$ cat config.mk
export PLATFORM = sky130hd
export DESIGN_NAME = blk_gap_timer
export DESIGN_NICKNAME = d
export VERILOG_FILES = /design/src/rtl/gap_timer_pkg.sv /design/src/rtl/gap_prescaler.sv /design/src/rtl/gap_countdown.sv /design/src/rtl/blk_gap_timer.sv
export SDC_FILE = /design/constraint.sdc
export NUM_CORES = 1
export LEC_CHECK = 0
export CORE_ASPECT_RATIO = 2
export CORE_MARGIN = 1
export CORE_UTILIZATION = 53
export CTS_CLUSTER_DIAMETER = 120
export CTS_CLUSTER_SIZE = 8
export DETAILED_ROUTE_END_ITERATION = 8
export GPL_TIMING_DRIVEN = 1
export PLACE_DENSITY = 0.78
export REMOVE_ABC_BUFFERS = 1
export SYNTH_ARGS = -nofsm -noshare
export SYNTH_HDL_FRONTEND = slang
export SYNTH_SLANG_ARGS = --single-unit
$ cat constraint.sdc
create_clock -name clk -period 2.4 [get_ports clk]
set_input_delay 0.24 -clock clk [delete_from_list [all_inputs] [get_ports clk]]
set_output_delay 0.24 -clock clk [all_outputs]
set_load 0.05 [all_outputs]
$ cat src/rtl/gap_timer_pkg.sv
package gap_timer_pkg;
  // each prescaler code step multiplies the divisor by 2**PRESC_STEP
  localparam int PRESC_STEP = 2;

  function automatic int presc_cnt_width(input int code_w, input int step);
    return step * ((1 << code_w) - 1);
  endfunction
endpackage

$ cat src/rtl/gap_prescaler.sv
module gap_prescaler
  import gap_timer_pkg::*;
#(
  parameter int CODE_W = 2,
  parameter int STEP   = PRESC_STEP
) (
  input  logic              clk,
  input  logic              rst,
  input  logic              clear_i,
  input  logic              run_i,
  input  logic [CODE_W-1:0] code_i,
  output logic              tick_o
);
  localparam int PC_W = (presc_cnt_width(CODE_W, STEP) > 0) ? presc_cnt_width(CODE_W, STEP) : 1;

  logic [PC_W-1:0] pc_q;
  logic [PC_W-1:0] last_val;

  // terminal count = divisor - 1, divisor = 2**(STEP*code)
  always_comb begin
    last_val = '0;
    for (int b = 0; b < PC_W; b++) begin
      if (b < STEP * int'(code_i)) last_val[b] = 1'b1;
    end
  end

  assign tick_o = run_i && (pc_q == last_val);

  always_ff @(posedge clk) begin
    if (rst || clear_i) begin
      pc_q <= '0;
    end else if (run_i) begin
      pc_q <= (pc_q == last_val) ? '0 : pc_q + 1'b1;
    end
  end


  phase_clear_chk: assert property (@(posedge clk) disable iff (rst)
    clear_i |=> (pc_q == '0));


  pc_range_chk: assert property (@(posedge clk) disable iff (rst)
    pc_q <= last_val);
endmodule

$ cat src/rtl/gap_countdown.sv
module gap_countdown #(
  parameter int IW = 16
) (
  input  logic          clk,
  input  logic          rst,
  input  logic          clear_i,
  input  logic          load_i,
  input  logic [IW-1:0] load_val_i,
  input  logic          tick_i,
  output logic          counting_o,
  output logic          expire_o
);
  logic [IW-1:0] cnt_q;
  logic          run_q;

  assign counting_o = run_q;
  assign expire_o   = run_q && tick_i && (cnt_q == IW'(1));

  always_ff @(posedge clk) begin
    if (rst || clear_i) begin
      run_q <= 1'b0;
      cnt_q <= '0;
    end else if (load_i) begin
      cnt_q <= load_val_i;
      run_q <= (load_val_i != '0);
    end else if (run_q && tick_i) begin
      cnt_q <= cnt_q - 1'b1;
      if (cnt_q == IW'(1)) run_q <= 1'b0;
    end
  end


  reload_chk: assert property (@(posedge clk) disable iff (rst)
    (load_i && !clear_i && load_val_i != '0) |=> (run_q && cnt_q == $past(load_val_i)));


  no_wrap_chk: assert property (@(posedge clk) disable iff (rst)
    run_q |-> (cnt_q != '0));
endmodule

$ cat src/rtl/blk_gap_timer.sv
module blk_gap_timer
  import gap_timer_pkg::*;
#(
  parameter int IW     = 16,
  parameter int CODE_W = 2
) (
  input  logic              clk,
  input  logic              rst,
  input  logic              chan_active_i,
  input  logic              block_done_i,
  input  logic [IW-1:0]     interval_i,
  input  logic [CODE_W-1:0] prescale_i,
  output logic              ready_o
);
  logic              start;
  logic              drop;
  logic [CODE_W-1:0] code_q;
  logic              tick;
  logic              counting;
  logic              expire;
  logic              ready_q;

  assign start = chan_active_i && block_done_i;
  assign drop  = !chan_active_i;

  always_ff @(posedge clk) begin
    if (rst) code_q <= '0;
    else if (start) code_q <= prescale_i;
  end

  gap_prescaler #(.CODE_W(CODE_W), .STEP(PRESC_STEP)) u_presc (
    .clk     (clk),
    .rst     (rst),
    .clear_i (start || drop),
    .run_i   (counting),
    .code_i  (code_q),
    .tick_o  (tick)
  );

  gap_countdown #(.IW(IW)) u_cnt (
    .clk        (clk),
    .rst        (rst),
    .clear_i    (drop),
    .load_i     (start),
    .load_val_i (interval_i),
    .tick_i     (tick),
    .counting_o (counting),
    .expire_o   (expire)
  );

  always_ff @(posedge clk) begin
    if (rst || drop) begin
      ready_q <= 1'b0;
    end else if (start) begin
      ready_q <= (interval_i == '0);
    end else if (!counting || expire) begin
      ready_q <= 1'b1;
    end
  end

  assign ready_o = ready_q;


  inactive_clear_chk: assert property (@(posedge clk) disable iff (rst)
    !chan_active_i |=> !ready_o);


  done_drop_chk: assert property (@(posedge clk) disable iff (rst)
    (start && interval_i != '0) |=> !ready_o);


  zero_gap_chk: assert property (@(posedge clk) disable iff (rst)
    (start && interval_i == '0) |=> ready_o);


  ready_hold_chk: assert property (@(posedge clk) disable iff (rst)
    (ready_o && chan_active_i && !block_done_i) |=> ready_o);
endmodule

==> summary.md, run 1 <==
| Metric | Value |
|---|---|
| Sequential area share after synthesis | `0.339` |
| Max transition margin | `0.402` |
| Count of nets left with antenna violations after detail routing | `0` |
| Final setup vio count | `0` |
| Clock tree from TritonCTS | `yes` |
| Final Wtd Congestion | `0.873` |
| Largest net degree at the start of global routing | `15` |
| Data required time at the worst endpoint | `2.57 ns` |
| Number of port buffers | `22` |
| Worst IR Drop VDD | `0.000384 V` |
| Initial cell density of the core | `0.561` |
| Worst-Skew Late Latency | `0.28 ns` |
| Yosys cell types | `50` |
| Area of the core | `2740 um^2` |
| Standby leakage power | `0.653 nW` |
| Transition time at the pin with the least slew margin | `0.875 ns` |
| Tot GR Track Use | `0.321` |
| Final clock skew | `0.0118 ns` |
| Via count of the first global-routing pass | `1587` |
| Arrival time of the worst setup path | `2.35 ns` |
| Max Buffers Root-to-Sink | `2` |
| Run status | `finished clean` |
| Post-cts gate resize count | `0` |
| Nets | `230` |
| Fraction of registers with async set or reset after synthesis | `0` |
| Vias/cell | `6.70` |
| Worst Path Max Fanout | `5` |
| Cell area after synthesis | `1540 um^2` |
| Count of synthesis-stage warnings from yosys | `0` |
| Class of the most critical hold timing path | `flop to flop` |
| Site row count | `27` |
| Final Worst Setup Slack | `0.214 ns` |
| Pwr Total | `0.906 mW` |
| Setup TNS | `0 ns` |
| Final-report max-slew violation count | `0` |
| Starting DRT DRC Count | `51` |
| Number of buffers inserted during clock tree synthesis | `3` |
| Largest cells by area after synthesis | `sky130_fd_sc_hd__dfxtp_1 34%, sky130_fd_sc_hd__xnor2_1 6.3%, sky130_fd_sc_hd__a21oi_1 4.6%, sky130_fd_sc_hd__a211oi_1 4.4%, sky130_fd_sc_hd__nand2_1 4.4%` |
| Total of flip-flops plus latches after synthesis | `26` |
| Most instantiated flip-flop cell in the synthesis netlist | `sky130_fd_sc_hd__dfxtp_1` |
| Post-DR wirelength/cell | `19.0 um` |
| Commonest non-fill, non-tap cell in the layout | `sky130_fd_sc_hd__dfxtp_1` |
| Vertical extent of the die | `78.1 um` |
| Clock root buffer | `sky130_fd_sc_hd__clkbuf_8` |
| Gate count after technology mapping | `181` |
| Area of the die | `3130 um^2` |
| First-pass GRT wire length | `6980 um` |
| Critical Path Start Type | `flop` |
| Synth top area share | `0.339` |
| Number of iterations in the first detailed-routing pass | `4` |
| Type of destination of the critical path | `flop` |
| I/O pin count | `23` |
| Number of antenna violations at the first check in global routing | `0` |
| Floorplan die width | `40.1 um` |
| RSZ-0062 raised after global routing | `false` |
| Critical path start-end classification | `flop to flop` |
| Antenna diode count | `0` |
| Worst Hold Margin | `0.519 ns` |
| Fin crit period | `2.19 ns` |
| Worst setup slack before clock tree synthesis | `0.289 ns` |
| Overflow left after global routing | `0` |
| Post-DP HPWL | `3440 um` |
| Total power per unit cell area | `492 nW/um^2` |
| Synth Area per Inst | `8.48 um^2` |
| Sinks on the clock net | `26` |
| Filler instances | `237` |
| Max-cap check violation count | `0` |
| Commonest cells after routing, fill and taps aside | `26 x sky130_fd_sc_hd__dfxtp_1, 22 x sky130_fd_sc_hd__clkdlybuf4s50_1, 18 x sky130_fd_sc_hd__nand2_1, 14 x sky130_fd_sc_hd__a21oi_1, 12 x sky130_fd_sc_hd__nor2_1` |
| Post-CTS Hold Buffers | `0` |
| Total vias in the final route | `1554` |
| CTS clk-pin slew, worst paths | `0.09 ns` |
| Wire length reported by the detailed router | `4420 um` |
| Hold violation total from the final report | `0` |
| Final period utilization | `0.911` |
| Drt drc | `0` |
| Number of flops mapped to enable cells by yosys | `0` |
| Fraction of layout cells with a size suffix above 1 | `0.103` |
| Growth of design area from synthesis to finish | `19.8%` |
| Fmax | `0.457 GHz` |
| H-tree level count | `1` |
| Synth area leader | `sky130_fd_sc_hd__dfxtp_1` |
| Post-CTS repair timing setup buffer count | `0` |
cell type report:
class / instances / area [um^2] / area share
flip-flops and latches: 26 / 520 / 0.283
well taps: 29 / 36.3 / 0.0197
clock buffers: 3 / 41.3 / 0.0224
inverters: 5 / 18.8 / 0.0102
repair buffers: 28 / 265 / 0.144
multi-input cells: 141 / 957 / 0.520
cell families (layout without fill, tap and decap cells):
kind of cell               after synthesis  after routing  synth area share
buffers and inverters                   14             36            0.0375
xor gates and xnor gates                15             15            0.0856
and+or+nand+nor                         67             67             0.247
muxes                                    1              1           0.00652
AOI/OAI and AO/OA                       55             55             0.260
DFF                                     26             26             0.339
adders and majority gates                3              3            0.0245
state kept, by name (all words and copies together) (netlist names):
signal	cells
code_q	2
ready_o	1
u_cnt.cnt_q	16
u_presc.pc_q	6
u_cnt.counting_o	1
per-stage QoR:
stage                     std cells   util  instance area (um^2)
after floorplan                 172      -                  1500
after global placement          229  0.657                  1800
after detailed placement        229  0.657                  1800
after CTS                       232  0.672                  1840
after global routing            232  0.672                  1840
final                           232  0.672                  1840
Yosys cell counts (2+ instances only):
cell,n
sky130_fd_sc_hd__dfxtp_1,26
sky130_fd_sc_hd__xnor2_1,11
sky130_fd_sc_hd__or3_1,4
sky130_fd_sc_hd__or4_1,2
sky130_fd_sc_hd__a21oi_1,14
sky130_fd_sc_hd__nor3_1,5
sky130_fd_sc_hd__a21o_1,2
sky130_fd_sc_hd__nand3_1,3
sky130_fd_sc_hd__nor2_1,12
sky130_fd_sc_hd__and3_1,2
sky130_fd_sc_hd__nand4_1,3
sky130_fd_sc_hd__inv_1,5
sky130_fd_sc_hd__ha_1,3
sky130_fd_sc_hd__nand2b_1,2
sky130_fd_sc_hd__o21ai_0,8
sky130_fd_sc_hd__a31oi_1,4
sky130_fd_sc_hd__nor4_1,5
sky130_fd_sc_hd__nand2_1,18
sky130_fd_sc_hd__a2111oi_0,4
sky130_fd_sc_hd__o21ai_2,2
sky130_fd_sc_hd__xor2_1,4
sky130_fd_sc_hd__a211oi_1,9
sky130_fd_sc_hd__clkbuf_1,6
layer usage:
layer  wire length (um)  global-route usage  up-vias
li1                   -                   -      724
met1               1490               0.303      732
met2               2460               0.560       71
met3                173              0.0395       27
met4                298               0.238        0
met5                  0                   0        -
worst max-delay path: stages (launching register included):
cell and delay (ns):
sky130_fd_sc_hd__dfxtp_1 0.39, sky130_fd_sc_hd__nor4_4 0.38, sky130_fd_sc_hd__nand3_1 0.27, sky130_fd_sc_hd__a2111oi_0 0.76, sky130_fd_sc_hd__xnor2_1 0.19, sky130_fd_sc_hd__a21oi_1 0.08
path summary, 6_finish.rpt:
| kind | to | from | cells after the start | slack (ns) |
|---|---|---|---|---|
| setup reg to reg | u_cnt.cnt_q[13] | u_cnt.cnt_q[5] | 5 | 0.21 |
| hold reg to reg | ready_o | ready_o | 1 | 0.52 |
| setup / recovery | u_cnt.cnt_q[13] | u_cnt.cnt_q[5] | 5 | 0.21 |
| hold / removal | ready_o | ready_o | 1 | 0.52 |
report_power, final:
part	switching [mW]	internal (mW)
logic	0.105	0.0871
clock network	0.139	0.113
registers	0.0169	0.444
No activity file was read; power rests on OpenSTA's default activity.
==> inputs of run 2 (changes only) <==
--- a/config.mk
+++ b/config.mk
@@ -11,7 +11,7 @@
 export CTS_CLUSTER_DIAMETER = 120
 export CTS_CLUSTER_SIZE = 8
 export DETAILED_ROUTE_END_ITERATION = 8
-export GPL_TIMING_DRIVEN = 1
+export GPL_TIMING_DRIVEN = 0
 export PLACE_DENSITY = 0.78
 export REMOVE_ABC_BUFFERS = 1
 export SYNTH_ARGS = -nofsm -noshare
==> run 2 against run 1 <==
Combinational power down 4%. Non-clock buffer count down 6. Final area down 1.7%. First-iteration DRC count down 27%. Clock-buffer cell count up 1. Sequential share of layout area up 0.49 points. Global-route usage down 2.4 points. Via count down 2.3%. Critical path depth unchanged.
==> summary.md, run 2 (synthesized netlist as in run 1, its figures left out) <==
| Metric | Value |
|---|---|
| Vias/cell | `6.69 (-0.16%)` |
| Number of buffers inserted during clock tree synthesis | `3 (unchanged)` |
| I/O pin count | `23 (unchanged)` |
| Type of destination of the critical path | `flop` |
| Number of iterations in the first detailed-routing pass | `4 (unchanged)` |
| Wire length reported by the detailed router | `4140 um (-6.4%)` |
| Starting DRT DRC Count | `37 (-27%)` |
| Post-cts gate resize count | `0 (unchanged)` |
| Core occupancy in the finished layout | `0.661 (-0.0114)` |
| Max Buffers Root-to-Sink | `2 (unchanged)` |
| Post-CTS repair timing setup buffer count | `0 (unchanged)` |
| Post-route cell area | `1810 um^2 (-1.7%)` |
| Vertical extent of the die | `78.1 um (unchanged)` |
| Met1 Track Usage GR | `0.280 (-0.0228)` |
| Antenna diode count | `0 (unchanged)` |
| Post-CTS Hold Buffers | `0 (unchanged)` |
| Fin crit period | `2.26 ns (+0.0770 ns)` |
| Critical Path Start Type | `flop` |
| Register containing the most flip-flops in the final layout | `u_cnt.cnt_q` |
| Worst IR Drop VDD | `0.000340 V (-12%)` |
| Final-report max-slew violation count | `0 (unchanged)` |
| Total power per unit cell area | `517 nW/um^2 (+5.0%)` |
| RSZ-0062 raised after global routing | `false` |
| Site row count | `27 (unchanged)` |
| Number of port buffers | `22 (unchanged)` |
| First-pass GRT wire length | `6550 um (-6.2%)` |
| Drt drc | `0 (unchanged)` |
| Final Wtd Congestion | `0.951 (+9.0%)` |
| Commonest cells after routing, fill and taps aside | `26 x sky130_fd_sc_hd__dfxtp_1, 22 x sky130_fd_sc_hd__clkdlybuf4s50_1, 18 x sky130_fd_sc_hd__nand2_1, 14 x sky130_fd_sc_hd__a21oi_1, 12 x sky130_fd_sc_hd__nor2_1` |
| Nets | `224 (-2.6%)` |
| Growth of design area from synthesis to finish | `17.8%` |
| Max-cap check violation count | `0 (unchanged)` |
| Cell area after placement | `1750 um^2 (-2.5%)` |
| Arrival time of the worst setup path | `2.41 ns (+0.06 ns)` |
| Data required time at the worst endpoint | `2.55 ns (-0.02 ns)` |
| Met3 demand-to-capacity share in global routing | `0.0339 (-0.00565)` |
| Overflow left after global routing | `0 (unchanged)` |
| Clock tree from TritonCTS | `yes` |
| Fraction of layout cells with a size suffix above 1 | `0.0808 (-0.0226)` |
| Post-DR wirelength/cell | `18.2 um (-4.3%)` |
| H-tree level count | `1 (unchanged)` |
| Area of the core | `2740 um^2 (unchanged)` |
| Commonest non-fill, non-tap cell in the layout | `sky130_fd_sc_hd__dfxtp_1` |
| Worst-Skew Late Latency | `0.28 ns (about the same)` |
| Fmax | `0.442 GHz (-3.4%)` |
| Transition time at the pin with the least slew margin | `0.712 ns (-0.163 ns)` |
| Class of the most critical hold timing path | `input port to flop` |
| Final clock skew | `0.00536 ns (-0.00647 ns)` |
| Area of the die | `3130 um^2 (unchanged)` |
| Largest net degree at the start of global routing | `17 (+2)` |
| Run status | `finished clean` |
| Global route hottest layer | `met2` |
| Via count of the first global-routing pass | `1518 (-4.3%)` |
| Largest regs | `u_cnt.cnt_q: 16 flops, u_presc.pc_q: 6 flops, code_q: 2 flops` |
| Initial cell density of the core | `0.561 (unchanged)` |
| Number of flip-flops in the largest register | `16 (unchanged)` |
| Worst Path Max Fanout | `14 (+9)` |
| Hold violation total from the final report | `0 (unchanged)` |
| Sinks on the clock net | `26 (unchanged)` |
| Final setup vio count | `0 (unchanged)` |
| CTS clk-pin slew, worst paths | `0.09 ns (about the same)` |
| Critical path start-end classification | `flop to flop` |
| Number of antenna violations at the first check in global routing | `0 (unchanged)` |
| Count of nets left with antenna violations after detail routing | `0 (unchanged)` |
| Clock root buffer | `sky130_fd_sc_hd__clkbuf_8` |
| Floorplan die width | `40.1 um (unchanged)` |
| Final period utilization | `0.943 (+0.0321)` |
| Max transition margin | `0.513 (+0.112)` |
| Post-DP HPWL | `3090 um (-10%)` |
| Met2 track demand over resource in global routing | `0.518 (-0.0419)` |
| Standby leakage power | `0.631 nW (-3.4%)` |
| Total vias in the final route | `1518 (-2.3%)` |
| Setup TNS | `0 ns (unchanged)` |
| Tot GR Track Use | `0.297 (-0.0240)` |
-- run 2: cell type report --
cell class / count / area [um^2]
fillers: 227 / 928
flip-flops and latches: 26 / 520
multi-input cells: 141 / 957
well taps: 29 / 36.3
repair buffers: 22 / 220
clock buffers: 4 / 55.1
inverters: 5 / 18.8
-- run 2: critical path: stages, from the launching register on --
cell and delay, ns:
sky130_fd_sc_hd__dfxtp_1 0.41, sky130_fd_sc_hd__and3_1 0.18, sky130_fd_sc_hd__nand3_1 0.46, sky130_fd_sc_hd__a2111oi_0 0.81
sky130_fd_sc_hd__xnor2_1 0.19, sky130_fd_sc_hd__a21oi_1 0.08
-- run 2: path summary, 6_finish.rpt --
| path | from | endpoint | slack (ns) | depth (start not counted) |
|---|---|---|---|---|
| max | u_presc.pc_q[2] | u_cnt.cnt_q[13] | 0.14 | 5 |
| min | prescale_i[0] | code_q[0] | 0.52 | 3 |
| max reg2reg | u_presc.pc_q[2] | u_cnt.cnt_q[13] | 0.14 | 5 |
| min reg2reg | code_q[0] | code_q[0] | 0.52 | 2 |
-- run 2: per-layer routing --
layer | share of wire | wire [um]
met2 | 0.55 | 2280
met5 | 0 | 0
met1 | 0.34 | 1400
met3 | 0.039 | 163
met4 | 0.070 | 289
-- run 2: stage by stage --
step | std cells | setup slack [ns] | hold slack [ns] | power, mW
2_1_floorplan | 172 | 0.571 | 0.309 | 0.575
3_3_place_gp | 223 | 0.0888 | 0.487 | 0.645
3_5_place_dp | 223 | 0.0784 | 0.504 | 0.650
4_1_cts | 227 | 0.207 | 0.513 | 0.931
5_1_grt | 227 | 0.0396 | 0.540 | 0.966
6_report | 227 | 0.137 | 0.517 | 0.934
-- run 2: where the power goes --
group / switching [mW] / leakage (nW) / internal, mW
Clock: 0.142 / 0.0288 / 0.147
Combinational: 0.101 / 0.391 / 0.0827
Sequential: 0.0170 / 0.211 / 0.445
Total: 0.260 / 0.631 / 0.674
